===== src/rtl/wdog_pkg.sv =====
package wdog_pkg;

  typedef struct packed {
    logic       steer;
    logic [4:0] mult;
    logic [1:0] res;
  } wd_cfg_t;

  localparam int SUB_W = 6;

  // base ticks per resolution tick: 1, 4, 16, 64
  function automatic int unsigned res_div(input logic [1:0] code);
    return 32'd1 << (2 * code);
  endfunction

  // clock edges from restart to timeout
  function automatic int unsigned timeout_edges(input int unsigned base_div,
                                                input logic [4:0] mult,
                                                input logic [1:0] code);
    return base_div * res_div(code) * mult;
  endfunction

endpackage


===== src/rtl/wdog_kick_sync.sv =====
module wdog_kick_sync #(
  parameter int STAGES = 2
) (
  input  logic clk,
  input  logic rst_n,
  input  logic kick_i,
  output logic kick_edge
);
  logic [STAGES-1:0] sync_q;
  logic              prev_q;

  generate
    for (genvar i = 0; i < STAGES; i++) begin : g_stage
      if (i == 0) begin : g_first
        always_ff @(posedge clk or negedge rst_n)
          if (!rst_n) sync_q[0] <= 1'b0;
          else        sync_q[0] <= kick_i;
      end else begin : g_next
        always_ff @(posedge clk or negedge rst_n)
          if (!rst_n) sync_q[i] <= 1'b0;
          else        sync_q[i] <= sync_q[i-1];
      end
    end
  endgenerate

  always_ff @(posedge clk or negedge rst_n)
    if (!rst_n) prev_q <= 1'b0;
    else        prev_q <= sync_q[STAGES-1];

  assign kick_edge = sync_q[STAGES-1] ^ prev_q;
endmodule


===== src/rtl/wdog_tick_gen.sv =====
module wdog_tick_gen
  import wdog_pkg::*;
#(
  parameter int BASE_DIV = 2048
) (
  input  logic       clk,
  input  logic       rst_n,
  input  logic       clr,
  input  logic [1:0] res,
  output logic       base_tick,
  output logic       res_tick
);
  localparam int BW = (BASE_DIV > 1) ? $clog2(BASE_DIV) : 1;

  logic [BW-1:0]    bcnt_q;
  logic [SUB_W-1:0] scnt_q;
  logic             sub_last;

  assign base_tick = !clr && (bcnt_q == BW'(BASE_DIV - 1));
  assign sub_last  = (scnt_q == SUB_W'(res_div(res) - 1));
  assign res_tick  = base_tick && sub_last;

  always_ff @(posedge clk or negedge rst_n) begin
    if (!rst_n) begin
      bcnt_q <= '0;
      scnt_q <= '0;
    end else if (clr) begin
      bcnt_q <= '0;
      scnt_q <= '0;
    end else begin
      bcnt_q <= base_tick ? '0 : bcnt_q + 1'b1;
      if (base_tick) scnt_q <= sub_last ? '0 : scnt_q + 1'b1;
    end
  end
endmodule


===== src/rtl/wdog_expiry.sv =====
module wdog_expiry (
  input  logic       clk,
  input  logic       rst_n,
  input  logic       clr,
  input  logic       res_tick,
  input  logic [4:0] mult,
  output logic       expire
);
  logic [4:0] tcnt_q;

  assign expire = res_tick && (tcnt_q == mult - 5'd1);

  always_ff @(posedge clk or negedge rst_n) begin
    if (!rst_n)        tcnt_q <= '0;
    else if (clr)      tcnt_q <= '0;
    else if (res_tick) tcnt_q <= expire ? '0 : tcnt_q + 5'd1;
  end
endmodule


===== src/rtl/wdog_steer.sv =====
module wdog_steer
  import wdog_pkg::*;
#(
  parameter int BASE_DIV   = 2048,
  parameter int RST_CYCLES = 200,
  parameter int SYNC_STAGES = 2
) (
  input  logic       clk,
  input  logic       rst_n,
  input  logic       reg_wr,
  input  logic [7:0] reg_wdata,
  output logic [7:0] reg_rdata,
  input  logic       kick_i,
  input  logic       flag_rd,
  output logic       flag_o,
  output logic       irq_o,
  output logic       wdrst_n_o,
  output logic       aux_clr_o,
  input  logic       ft_en,
  input  logic       ft_sig,
  output logic       pin_o
);
  localparam int PW = $clog2(RST_CYCLES + 1);

  wd_cfg_t       cfg_q;
  logic          kick_edge, restart, running, cnt_clr;
  logic          base_tick, res_tick, expire;
  logic          fired_q, flag_q, irq_q, aux_q;
  logic [PW-1:0] pcnt_q;
  logic          pulse_act, pulse_end, clear_write, wd_owns_pin;

  wdog_kick_sync #(.STAGES(SYNC_STAGES)) u_sync (
    .clk(clk), .rst_n(rst_n), .kick_i(kick_i), .kick_edge(kick_edge)
  );

  assign restart   = kick_edge | reg_wr;
  assign pulse_act = (pcnt_q != '0);
  assign pulse_end = (pcnt_q == PW'(1));
  assign running   = (cfg_q.mult != 5'd0) && !fired_q && !pulse_act;
  assign cnt_clr   = restart || !running;
  assign clear_write = reg_wr && (reg_wdata == 8'h00);

  wdog_tick_gen #(.BASE_DIV(BASE_DIV)) u_tick (
    .clk(clk), .rst_n(rst_n), .clr(cnt_clr), .res(cfg_q.res),
    .base_tick(base_tick), .res_tick(res_tick)
  );

  wdog_expiry u_exp (
    .clk(clk), .rst_n(rst_n), .clr(cnt_clr), .res_tick(res_tick),
    .mult(cfg_q.mult), .expire(expire)
  );

  always_ff @(posedge clk or negedge rst_n) begin
    if (!rst_n) begin
      cfg_q   <= '0;
      fired_q <= 1'b0;
      flag_q  <= 1'b0;
      irq_q   <= 1'b0;
      aux_q   <= 1'b0;
      pcnt_q  <= '0;
    end else begin
      if (pulse_end)   cfg_q <= '0;
      else if (reg_wr) cfg_q <= wd_cfg_t'(reg_wdata);

      if (restart)     fired_q <= 1'b0;
      else if (expire) fired_q <= 1'b1;

      if (expire)       flag_q <= 1'b1;
      else if (flag_rd) flag_q <= 1'b0;

      if (expire && !cfg_q.steer) irq_q <= 1'b1;
      else if (clear_write)       irq_q <= 1'b0;

      if (expire && cfg_q.steer) pcnt_q <= PW'(RST_CYCLES);
      else if (pulse_act)        pcnt_q <= pcnt_q - 1'b1;

      aux_q <= pulse_end;
    end
  end

  assign wd_owns_pin = irq_q || (!cfg_q.steer && (cfg_q.mult != 5'd0));
  assign pin_o       = wd_owns_pin ? irq_q : (ft_en & ft_sig);
  assign reg_rdata   = cfg_q;
  assign flag_o      = flag_q;
  assign irq_o       = irq_q;
  assign wdrst_n_o   = !pulse_act;
  assign aux_clr_o   = aux_q;
endmodule


===== config.mk =====
export PLATFORM = sky130hd
export DESIGN_NAME = wdog_steer
export DESIGN_NICKNAME = d
export VERILOG_FILES = /design/src/rtl/wdog_pkg.sv /design/src/rtl/wdog_kick_sync.sv /design/src/rtl/wdog_tick_gen.sv /design/src/rtl/wdog_expiry.sv /design/src/rtl/wdog_steer.sv
export SDC_FILE = /design/constraint.sdc
export NUM_CORES = 1
export LEC_CHECK = 0
export BUFFER_PORTS_ARGS = -buffer_cell sky130_fd_sc_hd__buf_2
export CAP_MARGIN = 20
export CORE_MARGIN = 2
export CORE_UTILIZATION = 57
export DETAILED_ROUTE_END_ITERATION = 12
export PLACE_DENSITY = 0.78
export SYNTH_ARGS = -nofsm -noshare
export SYNTH_HDL_FRONTEND = slang
export SYNTH_SLANG_ARGS = --single-unit

===== constraint.sdc =====
create_clock -name clk -period 2.75 [get_ports clk]
set_input_delay 0.6875 -clock clk [delete_from_list [all_inputs] [get_ports clk]]
set_output_delay 0.6875 -clock clk [all_outputs]
set_load 0.02 [all_outputs]

== Yosys cells after proc, flatten, opt, wreduce, memory -nomap -nowiden ==
Index checks and enable logic that the tools add are counted.
W data, S select, Z words.
Storage, ports and cells
  flip-flop bits (word level): 45
  input port bits: 15
  output and inout port bits: 13
  logic and storage cells: 73
Operators by class
  add/subtract/negate cells: 6
  equal/unequal tests: 4
  shift-type cells: 1
  mux-type cells: 19
  bitwise logic cells: 3
  reductions and logical operators: 26
Operators with widths (number)
  $mux W8: 4
  $mux W11: 2
  $mux W6: 3
  $mux W5: 3
  $reduce_bool A2 Y1: 7
  $add A11 B1 Y11 const B: 1
  $eq A11 B11 Y1 const B: 1
  $logic_and A1 B1 Y1: 9
  $eq A8 B1 Y1 const B: 1
  $logic_not A8 Y1: 1
  $reduce_bool A8 Y1: 1
  $sub A8 B1 Y8 const B: 1
  $mux W1: 7
  $add A6 B1 Y6 const B: 1
  $eq A6 B6 Y1: 1
  $shl A1 B3 Y6 const A: 1
  $sub A6 B1 Y6 const B: 1
  $add A5 B1 Y5 const B: 1
  $eq A5 B5 Y1: 1
  $logic_not A1 Y1: 5
  $reduce_bool A5 Y1: 1
  $sub A5 B1 Y5 const B: 1
  $logic_or A1 B1 Y1: 2
  $and A1 B1 Y1: 1
  2 further kinds: 2

== Depth between registers and ports, before layout ==
Gate-level depths: netlist (run 1).
  depth after elaboration: 12
  gate-level depth with buffers: 9
  depth with buffers taken out: 7

== Cells and area by module ==
Synthesis (run 1) repeated with hierarchy kept, for this count alone.
Second synthesis, totals
  cells, all modules: 230
  area total of the unflattened synthesis: 2378.5 µm²
Modules (own cells, without submodules)
  wdog_steer: times used 1, cells an instance 97, area an instance 1018.5 µm², seq. area each 500.5 µm²
  wdog_tick_gen: times used 1, cells an instance 89, area an instance 888.4 µm², seq. area each 425.4 µm²
  wdog_expiry: times used 1, cells an instance 40, area an instance 387.9 µm², seq. area each 125.1 µm²
  wdog_kick_sync: times used 1, cells an instance 4, area an instance 83.8 µm², seq. area each 75.1 µm²

== Worst setup path before layout (run 1) ==
No wires, ideal clock.
  path type: input to register
  start point: in reg_wr
  end point: reg pcnt_q[3]
  library setup time: 0.082 ns
  arrival: 2.226 ns
  data required time: 2.668 ns
  setup slack: 0.442 ns
  stages on the path: 6
  buffers on the path: 2
  cells stage by stage: clkbuf_1 nand2b_1 or4_1 buf_2 or3_4 o22ai_2
On the way
  cells in the longest elaborated chain, start to end: 8
  elaborated cells between the ends (all ways): 9
  classes of those cells: 1 x mux; 1 x bitwise; 7 x reduce/logical
RTL lines
  start, declared: RTL line wdog_steer.sv:10  | input logic reg_wr,
  $or A1 B1 Y1 *: RTL line wdog_steer.sv:36  | assign restart = kick_edge | reg_wr;
  $logic_or A1 B1 Y1 *: RTL line wdog_steer.sv:40  | assign cnt_clr = restart || !running;
  $logic_not A1 Y1 *: RTL line wdog_tick_gen.sv:19  | assign base_tick = !clr && (bcnt_q == BW'(BASE_DIV - 1));
  $logic_and A1 B1 Y1 *: RTL line wdog_tick_gen.sv:19
  $logic_and A1 B1 Y1 *: RTL line wdog_tick_gen.sv:21  | assign res_tick = base_tick && sub_last;
  $logic_and A1 B1 Y1 *: RTL line wdog_expiry.sv:11  | assign expire = res_tick && (tcnt_q == mult - 5'd1);
  $logic_and A1 B1 Y1 *: RTL line wdog_steer.sv:74  | if (expire && cfg_q.steer) pcnt_q <= PW'(RST_CYCLES);
  $mux W8 / $reduce_bool A2 Y1 (equally long branches)
  end signal, assigned: RTL line wdog_steer.sv:74
  end signal, assigned: RTL line wdog_steer.sv:75  | else if (pulse_act) pcnt_q <= pcnt_q - 1'b1;
  end, declared: RTL line wdog_steer.sv:29  | logic [PW-1:0] pcnt_q;
Every way passes the cells marked *; elsewhere a longest branch is shown, timed or not.
A chain may end at the register's enable or synchronous reset.

== Final worst setup path (run 1) ==
  start point: reg cfg_q (netlist bit reg_rdata[2])
  end point: reg pcnt_q[1]
On the way
  cells in the longest elaborated chain, start to end: 11
  elaborated cells between the ends (all ways): 14
  classes of those cells: 1 x add/sub; 1 x eq/ne; 1 x mux; 11 x reduce/logical
RTL lines
  start, declared: RTL line wdog_steer.sv:25  | wd_cfg_t cfg_q;
  start signal, assigned: RTL line wdog_steer.sv:63  | else if (reg_wr) cfg_q <= wd_cfg_t'(reg_wdata);
  parallel branches: the longest is 8 deep, another holds $sub A5 B1 Y5
  $logic_and A1 B1 Y1 *: RTL line wdog_expiry.sv:11
  $logic_and A1 B1 Y1 *: RTL line wdog_steer.sv:74
  $mux W8 / $reduce_bool A2 Y1 (equally long branches)
Every way passes the cells marked *.

==> run_results.csv, run 1 <==
group,metric,value,unit
cells_and_area,fin_cells,308,
synthesis,synth_area_per_cell,10.26,um2
timing,period_minus_slack,2.494,ns
power_and_ir_drop,powerDensity,462.1,nW/um2
global_routing,grt_pass1_wl,7.162,mm
synthesis,ys_types,44,
timing,finClkSkew,0.005714,ns
worst_setup_path,cp_max_fo,7,
timing,slew_headroom,60.78,%
placement,io_buffers,27,
synthesis,yosysSeqAreaShare,48.99,%
worst_setup_path,r2r-end,"pcnt_q[1]",
cts,cts_tree,"done",
cts,cts_hold_buf,0,
cells_and_area,fillCellCount,333,
global_routing,antenna_found_initial,0,
synthesis,synth_compound_area_share,7.676,%
synthesis,netlist_instances,224,
worst_setup_path,worstSetupEndpoint,"pcnt_q[1]",
global_routing,grt_max_degree,46,
worst_setup_path,start_kind,"register",
synthesis,synth_mux_area_share,3.919,%
worst_setup_path,cp.arrival,2.65,ns
cts,cts_buffers,5,
synthesis,synthSimpleGateAreaFrac,22.86,%
placement,post-place-cells,300,
cts,clockBufferDepth,2,
timing,fin_crit_sh,90.70,%
worst_setup_path,crit_path_start,"reg_rdata[2]",
timing,hold_viol_final,0,
floorplan,num_rows,23,
flow_run,drv_cap,0,
synthesis,synth-main-ff-cell,"dfrtp_1",
worst_setup_path,worst_ep_required_time,2.90,ns
synthesis,ys_warn_count,0,
synthesis,async_flop_share,100.0,%
routing,drt_iter0_markers,90,
synthesis,yosys.area_share.adder,3.811,%
timing,worst_pin_slew,0.5857,ns
cells_and_area,drive_above_1_share,18.22,%
cts,clk_pin_slew,0.08,ns
worst_setup_path,end_kind,"register",
cells_and_area,layout_commonest_cell,"dfrtp_1",
worst_setup_path,r2r.worst_path.cells,7,
routing,routed_wl,4.166,mm
cts,cts_root_buffer,"clkbuf_8",
power_and_ir_drop,vdd_drop_max,0.3569,mV
cells_and_area,insertedDiodeCount,0,
power_and_ir_drop,power,0.001203,W
synthesis,synth_top_family_by_area,"simple AND/OR/NAND/NOR gates",
floorplan,dieArea,4556,um2
cells_and_area,seq_area,1126,um2
timing,worst_slack,0.2558,ns
timing,whs,0.3531,ns
cells_and_area,syn2layout_area_growth,13.23,%
placement,dp_slack,0.2736,ns
floorplan,initial_core_util,58.30,%
synthesis,synth_seq_cells,45,
timing,final_max_slew_viol_count,0,
floorplan,fp.dieH,67.50,um
cts,clock-sinks,45,
routing,drt-pass1-iter-count,4,
timing,setup_viol,0,
synthesis,synth_edf_count,0,
global_routing,grt_pass1_vias,1638,
worst_setup_path,regToRegSetupSlack,0.26,ns
routing,drc_errors,0,
global_routing,track_usage,21.17,%
cts,cts_max_level,2,
placement,gp_congestion,0.8187,
routing,viasPerCell,5.584,
timing,max_freq,400.9,MHz
routing,ant_nets,0,
run_status,status,"finished, final reports clean",
routing,vias,1720,
power_and_ir_drop,leakage,1.159,nW
min_path,hold_path_class,"input pin to async pin",
timing,fin_tns_setup,0,ns
worst_setup_path,r2r_start,"reg_rdata[2]",
floorplan,dieWidth,67.50,um
synthesis,syn_nets,246,
cells_and_area,multi_input_comb_area,1127,um2
synthesis,syn-cell-area,2298,um2
floorplan,core,3943,um2
worst_setup_path,crit_type,"register to register",
floorplan,io-pin-count,28,
synthesis,synth-xor-area-share,10.56,%
cells_and_area,final_cell_mix,"45 x dfrtp_1, 33 x nor2_1, 27 x buf_2",
placement,dp_hpwl,3.044,mm
routing,avgRoutedWirePerCell,13.53,um
global_routing,overflow,0,
cells_and_area,fin_nets,279,
timing,rsz0062_at_grt,"no",
cts,clk-insertion-delay-late,0.29,ns
[worst min-delay path by stage]
| stage | startpoint | slack, ns | endpoint |
|---|---|---|---|
| floorplan | u_sync.sync_q[0] | 0.33 | u_sync.sync_q[1] |
| global placement | u_sync.sync_q[0] | 0.33 | u_sync.sync_q[1] |
| detailed placement | u_sync.sync_q[0] | 0.35 | u_sync.sync_q[1] |
| CTS | rst_n | 0.37 | reg_rdata[0] |
| global route | rst_n | 0.37 | reg_rdata[0] |
| finish | rst_n | 0.35 | reg_rdata[0] |
[critical path, cell delays in order, from the launching register on]
cell and delay (ns):
dfrtp_1 0.43, inv_1 0.06, ha_1 0.22, xor3_1 0.34, nor3_1 0.35, nand3_1 0.30, nor4_1 0.54, a211oi_1 0.11
[repair_timing]
| action | CTS | global route |
|---|---|---|
| endpoints found under the setup margin | 0 | 1 |
| resized for setup | 0 | 1 |
| setup buffers | 0 | 0 |
[power breakdown]
part	internal [W]	leakage [nW]	total (W)	switching (W)
registers	0.000675	0.584	0.000693	0.0000182
clock network	0.000176	0.0450	0.000388	0.000212
logic	0.0000500	0.530	0.000122	0.0000717
[synthesized netlist by cell type, types with 2 or more instances]
master	instances	area, um2
nor2b_1	2	12.51
nor2_1	33	123.9
a31oi_1	3	18.77
nand4_1	4	25.02
xnor2_1	15	131.4
ha_1	7	87.58
nand2_1	12	45.04
o21ai_0	5	25.02
nand2b_1	4	25.02
xor2_1	10	87.58
nor3b_1	2	15.01
a21oi_1	8	40.04
nor3_1	7	35.03
mux2i_1	9	90.09
nand3_1	11	55.05
nand4b_1	3	26.28
inv_1	9	33.78
dfrtp_1	45	1126
clkbuf_1	3	11.26
o211ai_1	2	15.01
or4_1	2	15.01
nor4_1	2	12.51
and3_1	5	31.28
[area by class of cell]
| cell class | instances | area share [%] |
|---|---|---|
| multi-input cells | 166 | 43.32 |
| flip-flops and latches | 45 | 43.27 |
| repair buffers | 30 | 6.538 |
| clock buffers | 6 | 2.788 |
| well taps | 50 | 2.404 |
| inverters | 9 | 1.298 |
| clock inverters | 2 | 0.3846 |
[logic make-up after synthesis]
kind of cell | after synthesis
and+or+nand+nor | 97
adders and majority gates | 7
xor gates and xnor gates | 26
buffers and inverters | 13
AOI/OAI and AO/OA | 27
muxes | 9
DFF | 45
[layer usage]
metal	global-route usage [%]	wire, um	vias to the layer above	part of all wire, %
met5	0	0	-	0
met4	7.398	80	0	1.9
met3	5.333	186	10	4.5
met2	35.05	1938	45	47
met1	26.91	1960	820	47
li1	-	-	845	-
[through the flow]
step                util (%)  cell area (um2)
finish                 66.01             2603
global route           66.01             2603
CTS                    65.88             2597
detailed placement     63.79             2515
global placement       63.79             2515
floorplan                  -             2298
[registers in the layout (all words and copies together) (netlist names)]
signal         cells
u_sync.prev_q      1
pcnt_q             8
reg_rdata          8
u_exp.tcnt_q       5
u_sync.sync_q      2
irq_o              1
u_tick.bcnt_q     11
u_tick.scnt_q      6
fired_q            1
aux_clr_o          1
flag_o             1
(Power assumes the default switching activity.)
==> inputs of run 2 (changes only) <==
- CORE_UTILIZATION: 57 -> 52
- PLACE_DENSITY: 0.78 -> 0.75
- clock period: 2.75 -> 2.1 ns (I/O delays scaled with it)
==> run_results.csv, run 2 (same netlist as run 1, synthesis figures left out) <==
group,metric,value,unit
floorplan,io-pin-count,28,
power_and_ir_drop,clock_power_share,41.8,%
floorplan,dieWidth,70.49,um
global_routing,antenna_found_initial,0,
floorplan,core,4294,um2
placement,dp_hpwl,3.286,mm
worst_setup_path,start_kind,"register",
cts,cts_max_level,2,
routing,avgRoutedWirePerCell,13.91,um
floorplan,initial_core_util,53.53,%
cts,clockBufferDepth,2,
cells_and_area,largest_reg_flops,11,
timing,slew_headroom,64.08,%
worst_setup_path,crit_type,"register to register",
global_routing,track_usage,20.11,%
timing,fin_crit_sh,105.5,%
routing,drc_errors,0,
power_and_ir_drop,switchingPower,0.0004532,W
timing,worst_slack,-0.1150,ns
timing,worst_pin_slew,0.5388,ns
worst_setup_path,cp_max_fo,5,
worst_setup_path,worst_ep_required_time,2.34,ns
floorplan,num_rows,24,
power_and_ir_drop,powerDensity,635.4,nW/um2
cts,clk-insertion-delay-late,0.31,ns
cells_and_area,final_cell_mix,"43 x dfrtp_1, 31 x nor2_1, 27 x buf_4",
timing,finClkSkew,0.01175,ns
cells_and_area,fin_nets,308,
floorplan,dieArea,4968,um2
power_and_ir_drop,sequentialPowerShare,47.6,%
cts,cts_buffers,5,
power_and_ir_drop,vdd_drop_max,0.4500,mV
cells_and_area,syn2layout_area_growth,30.70,%
cells_and_area,top_register,"u_tick.bcnt_q",
routing,drt-pass1-iter-count,4,
global_routing,overflow,0,
routing,routed_wl,4.717,mm
routing,vias,1861,
cells_and_area,final_util,69.96,%
power_and_ir_drop,comb_power_share,10.5,%
floorplan,fp.dieH,70.49,um
global_routing,grt_pass1_vias,1725,
routing,ant_nets,0,
global_routing,grt_max_degree,24,
timing,rsz0062_at_grt,"yes",
cells_and_area,layout_commonest_cell,"dfrtp_1",
cts,cts_tree,"done",
timing,setup_viol,18,
cts,cts_root_buffer,"clkbuf_8",
routing,drt_iter0_markers,99,
cells_and_area,drive_above_1_share,33.80,%
timing,final_max_slew_viol_count,0,
cells_and_area,insertedDiodeCount,0,
placement,gp_congestion,0.8436,
cells_and_area,multi_input_comb_area,1230,um2
timing,period_minus_slack,2.215,ns
cts,cts_hold_buf,0,
min_path,hold_path_class,"input pin to async pin",
power_and_ir_drop,power,0.001909,W
timing,max_freq,451.5,MHz
cts,clock-sinks,45,
worst_setup_path,end_kind,"register",
global_routing,grt_pass1_wl,7.893,mm
power_and_ir_drop,p_int,0.001456,W
timing,hold_viol_final,0,
worst_setup_path,cp.arrival,2.46,ns
cells_and_area,fillCellCount,315,
routing,viasPerCell,5.490,
run_status,violations,"setup timing",
placement,io_buffers,27,
cells_and_area,seq_area,1129,um2
flow_run,drv_cap,0,
cts,clk_pin_slew,0.10,ns
run_status,status,"finished, violations left",
power_and_ir_drop,swShare,23.74,%
power_and_ir_drop,leakage,1.343,nW
-- run 2: cell count changes in the layout (fill, tap and decap cells not counted), sizes merged --
cell    delta
buf       +28
bufinv     +2
clkinv     -2
clkbuf     -1
inv        +1
nand2b     +1
-- run 2: worst paths after layout --
| check | start | to | slack, ns | cells past startpoint |
|---|---|---|---|---|
| worst max-delay path | reg_rdata[3] | pcnt_q[3] | -0.11 | 9 |
| worst min-delay path | rst_n | pcnt_q[6] | 0.18 | 1 |
| worst max register to register | reg_rdata[3] | pcnt_q[3] | -0.11 | 9 |
| worst min register to register | u_sync.sync_q[0] | u_sync.sync_q[1] | 0.36 | 0 |
| max in group asynchronous | rst_n | reg_rdata[3] | 1.40 | 2 |
| min in group clk | kick_i | u_sync.sync_q[0] | 0.32 | 1 |
-- run 2: timing repair --
action / 4_1_cts / 5_1_grt
gates cloned: 0 / 1
setup endpoints to repair: 11 / 11
resized for setup: 13 / 13
pin swaps: 2 / 1
buffers inserted: 3 / 4
endpoints found under the hold margin: 0 / 0
-- run 2: per-layer routing --
layer / wire length [um] / GRT usage [%] / vias to the layer above
met5: 0 / 0 / -
met4: 76 / 7.051 / 0
met3: 181 / 5.339 / 8
met2: 2321 / 31.45 / 40
met1: 2137 / 27.06 / 905
li1: - / - / 908
-- run 2: final cells by class --
cell class | count | share of cell area, %
Clock buffer | 5 | 2.291
Clock inverter | 3 | 2.291
Inverter | 9 | 1.291
Multi-Input combinational cell | 167 | 40.94
Sequential cell | 45 | 37.57
Tap cell | 52 | 2.166
Timing Repair Buffer | 58 | 13.45
-- run 2: critical path, cell delays in order (launching register included) --
cell	delay (ns)
dfrtp_2	0.37
inv_2	0.04
ha_4	0.15
nor3b_4	0.15
nor2b_4	0.14
buf_4	0.14
buf_6	0.10
or4_4	0.49
or3_4	0.44
o22ai_2	0.15
-- run 2: power groups by stage --
stage	clock network, W	registers [W]	logic, W
final	0.000799	0.000909	0.000201
after global placement	0	0.000924	0.000182
after CTS	0.000814	0.000909	0.000194
after detailed placement	0	0.000925	0.000185
after global routing	0.000843	0.000912	0.000222
after floorplan	0	0.000942	0.0000837
-- run 2: per-stage QoR --
step           TNS [ns]  hold slack (ns)  worst slack (ns)  area [um2]  std cells
2_1_floorplan   -0.2553           0.2294          -0.05331        2335        224
3_3_place_gp          0           0.3368           0.04810        2711        323
3_5_place_dp   -0.09710           0.3404          -0.03097        2711        323
4_1_cts        -0.09278           0.1944          -0.08783        2909        334
5_1_grt          -2.669           0.2161           -0.2102        3004        339
6_report        -0.8494           0.1828           -0.1150        3004        339
==> inputs of run 3 (changes only) <==
- CORE_MARGIN: 2 -> not set
==> run_results.csv, run 3 (same netlist as run 1, synthesis figures left out) <==
group,metric,value,unit
worst_setup_path,end_kind,"register",
timing,setup_viol,5,
run_status,status,"finished, violations left",
routing,ant_nets,0,
worst_setup_path,crit_path_start,"pcnt_q[1]",
flow_run,drv_cap,0,
cts,clockBufferDepth,2,
cts,cts_root_buffer,"clkbuf_8",
timing,worst_pin_slew,0.6868,ns
floorplan,num_rows,23,
timing,rsz0062_at_grt,"yes",
timing,final_max_slew_viol_count,0,
placement,dp_hpwl,3.476,mm
cts,cts_hold_buf,0,
cells_and_area,fin_nets,308,
global_routing,overflow,0,
worst_setup_path,cp.arrival,2.39,ns
power_and_ir_drop,comb_power_share,10.5,%
cells_and_area,insertedDiodeCount,0,
cts,cts_tree,"done",
routing,vias,1875,
worst_setup_path,path_cells,"inv_2, ha_4, nor3b_4, nand2_2, or4_4, or3_4, o22ai_2",
worst_setup_path,worstSetupEndpoint,"pcnt_q[3]",
cts,clk_pin_slew,0.09,ns
worst_setup_path,regToRegSetupSlack,-0.06,ns
routing,drc_errors,0,
timing,max_freq,462.7,MHz
cells_and_area,final_area,2990,um2
cells_and_area,fillCellCount,297,
worst_setup_path,start_kind,"register",
cts,clk-insertion-delay-late,0.30,ns
global_routing,grt_max_degree,32,
cells_and_area,top_register,"u_tick.bcnt_q",
worst_setup_path,cp.depth,7,
routing,drt_iter0_markers,94,
floorplan,initial_core_util,55.85,%
floorplan,core,4115,um2
cts,clock-sinks,45,
timing,fin_crit_sh,102.9,%
timing,period_minus_slack,2.161,ns
min_path,hold_path_class,"input pin to async pin",
routing,avgRoutedWirePerCell,15.01,um
worst_setup_path,cp_num_buf_inv,1,
power_and_ir_drop,p_int,0.001452,W
cts,cts_buffers,5,
timing,hold_viol_final,0,
cells_and_area,layout_commonest_cell,"dfrtp_1",
global_routing,track_usage,23.03,%
cells_and_area,final_util,72.67,%
timing,fin_tns_setup,-0.1801,ns
timing,finClkSkew,0.006193,ns
power_and_ir_drop,clock_power_share,41.6,%
cells_and_area,drive_above_1_share,33.45,%
global_routing,grt_pass1_wl,7.741,mm
placement,gp_congestion,0.9408,
global_routing,grt_pass1_vias,1728,
worst_setup_path,r2r.worst_path.cells,7,
timing,worst_slack,-0.06140,ns
worst_setup_path,cp_max_fo,5,
placement,post-place-cells,322,
power_and_ir_drop,leakage,1.361,nW
power_and_ir_drop,powerDensity,633.7,nW/um2
worst_setup_path,r2r-end,"pcnt_q[3]",
floorplan,io-pin-count,28,
cts,cts_max_level,2,
worst_setup_path,r2r_start,"pcnt_q[1]",
worst_setup_path,crit_type,"register to register",
power_and_ir_drop,switchingPower,0.0004425,W
routing,routed_wl,5.057,mm
worst_setup_path,worst_ep_required_time,2.32,ns
cells_and_area,syn2layout_area_growth,30.10,%
cells_and_area,fin_cells,337,
worst_setup_path,critical_path.top_delay_family,"simple AND/OR/NAND/NOR gates",
global_routing,antenna_found_initial,0,
routing,viasPerCell,5.564,
cells_and_area,largest_reg_flops,11,
power_and_ir_drop,sequentialPowerShare,47.9,%
floorplan,dieArea,4690,um2
cells_and_area,final_cell_mix,"43 x dfrtp_1, 33 x nor2_1, 31 x buf_4",
run_status,violations,"setup timing",
worst_setup_path,slowest_stage,"or4_4",
power_and_ir_drop,power,0.001895,W
routing,drt-pass1-iter-count,4,
placement,post_dp_cell_area,2704,um2
placement,io_buffers,27,
power_and_ir_drop,vdd_drop_max,0.4393,mV
floorplan,dieWidth,68.49,um
timing,slew_headroom,54.22,%
floorplan,fp.dieH,68.49,um
worst_setup_path,critical_path.max_stage_delay,0.55,ns
power_and_ir_drop,swShare,23.35,%
## run 3: changes by cell type in the layout (fill, tap and decap cells not counted)
cell and change:
buf_12 -1, buf_4 +4, buf_6 -2, inv_6 -1
inv_8 +1, nand2b_2 -1, nor2_1 +2, nor2_2 -2
nor4_2 -1, nor4_4 +1, o21ai_0 -1, o21ai_2 +1
## run 3: how the worst min path moves through the flow
| stage | start | end | slack [ns] | cells past startpoint |
|---|---|---|---|---|
| after floorplan | rst_n | aux_clr_o | 0.23 | 0 |
| after global placement | u_sync.sync_q[0] | u_sync.sync_q[1] | 0.33 | 0 |
| after detailed placement | u_sync.sync_q[0] | u_sync.sync_q[1] | 0.35 | 0 |
| after CTS | rst_n | u_tick.scnt_q[0] | 0.28 | 1 |
| after global routing | rst_n | u_tick.scnt_q[0] | 0.31 | 1 |
| final | rst_n | u_tick.scnt_q[4] | 0.26 | 1 |
## run 3: repair_timing
action,CTS,global route
pin swaps,3,4
cloned,0,0
setup buffers,1,6
endpoints found under the setup margin,18,23
resized for setup,15,11
## run 3: layout make-up
class | count | area (um2) | share of cell area (%)
Clock buffer | 5 | 68.82 | 2.301
Clock inverter | 3 | 68.82 | 2.301
Inverter | 9 | 41.29 | 1.381
Multi-Input combinational cell | 166 | 1229 | 41.09
Sequential cell | 45 | 1129 | 37.74
Tap cell | 50 | 62.56 | 2.092
Timing Repair Buffer | 59 | 391.6 | 13.10
## run 3: power groups by stage
stage          combinational (W)  clock (W)  sequential [W]
2_1_floorplan          0.0000837          0        0.000942
5_1_grt                 0.000220   0.000833        0.000911
3_5_place_dp            0.000189          0        0.000923
3_3_place_gp            0.000188          0        0.000921
6_report                0.000199   0.000789        0.000908
4_1_cts                 0.000195   0.000805        0.000908
## run 3: worst reg2reg max path: stages, from the launching register on
cell	delay (ns)
dfrtp_1	0.41
inv_2	0.09
ha_4	0.14
nor3b_4	0.20
nand2_2	0.10
or4_4	0.55
or3_4	0.44
o22ai_2	0.17
## run 3: routing by layer
| metal | track usage [%] | wire [um] | vias up |
|---|---|---|---|
| met3 | 7.500 | 255 | 11 |
| li1 | - | - | 898 |
| met1 | 28.91 | 2230 | 920 |
| met4 | 8.854 | 94 | 0 |
| met5 | 0 | 0 | - |
| met2 | 36.64 | 2476 | 46 |
## run 3: through the flow
stage               setup WS (ns)  hold WS (ns)
finish                   -0.06140        0.2582
global route              -0.1129        0.3080
CTS                      -0.07751        0.2827
detailed placement       -0.02002        0.3457
global placement          0.04421        0.3332
floorplan                -0.05331        0.2294
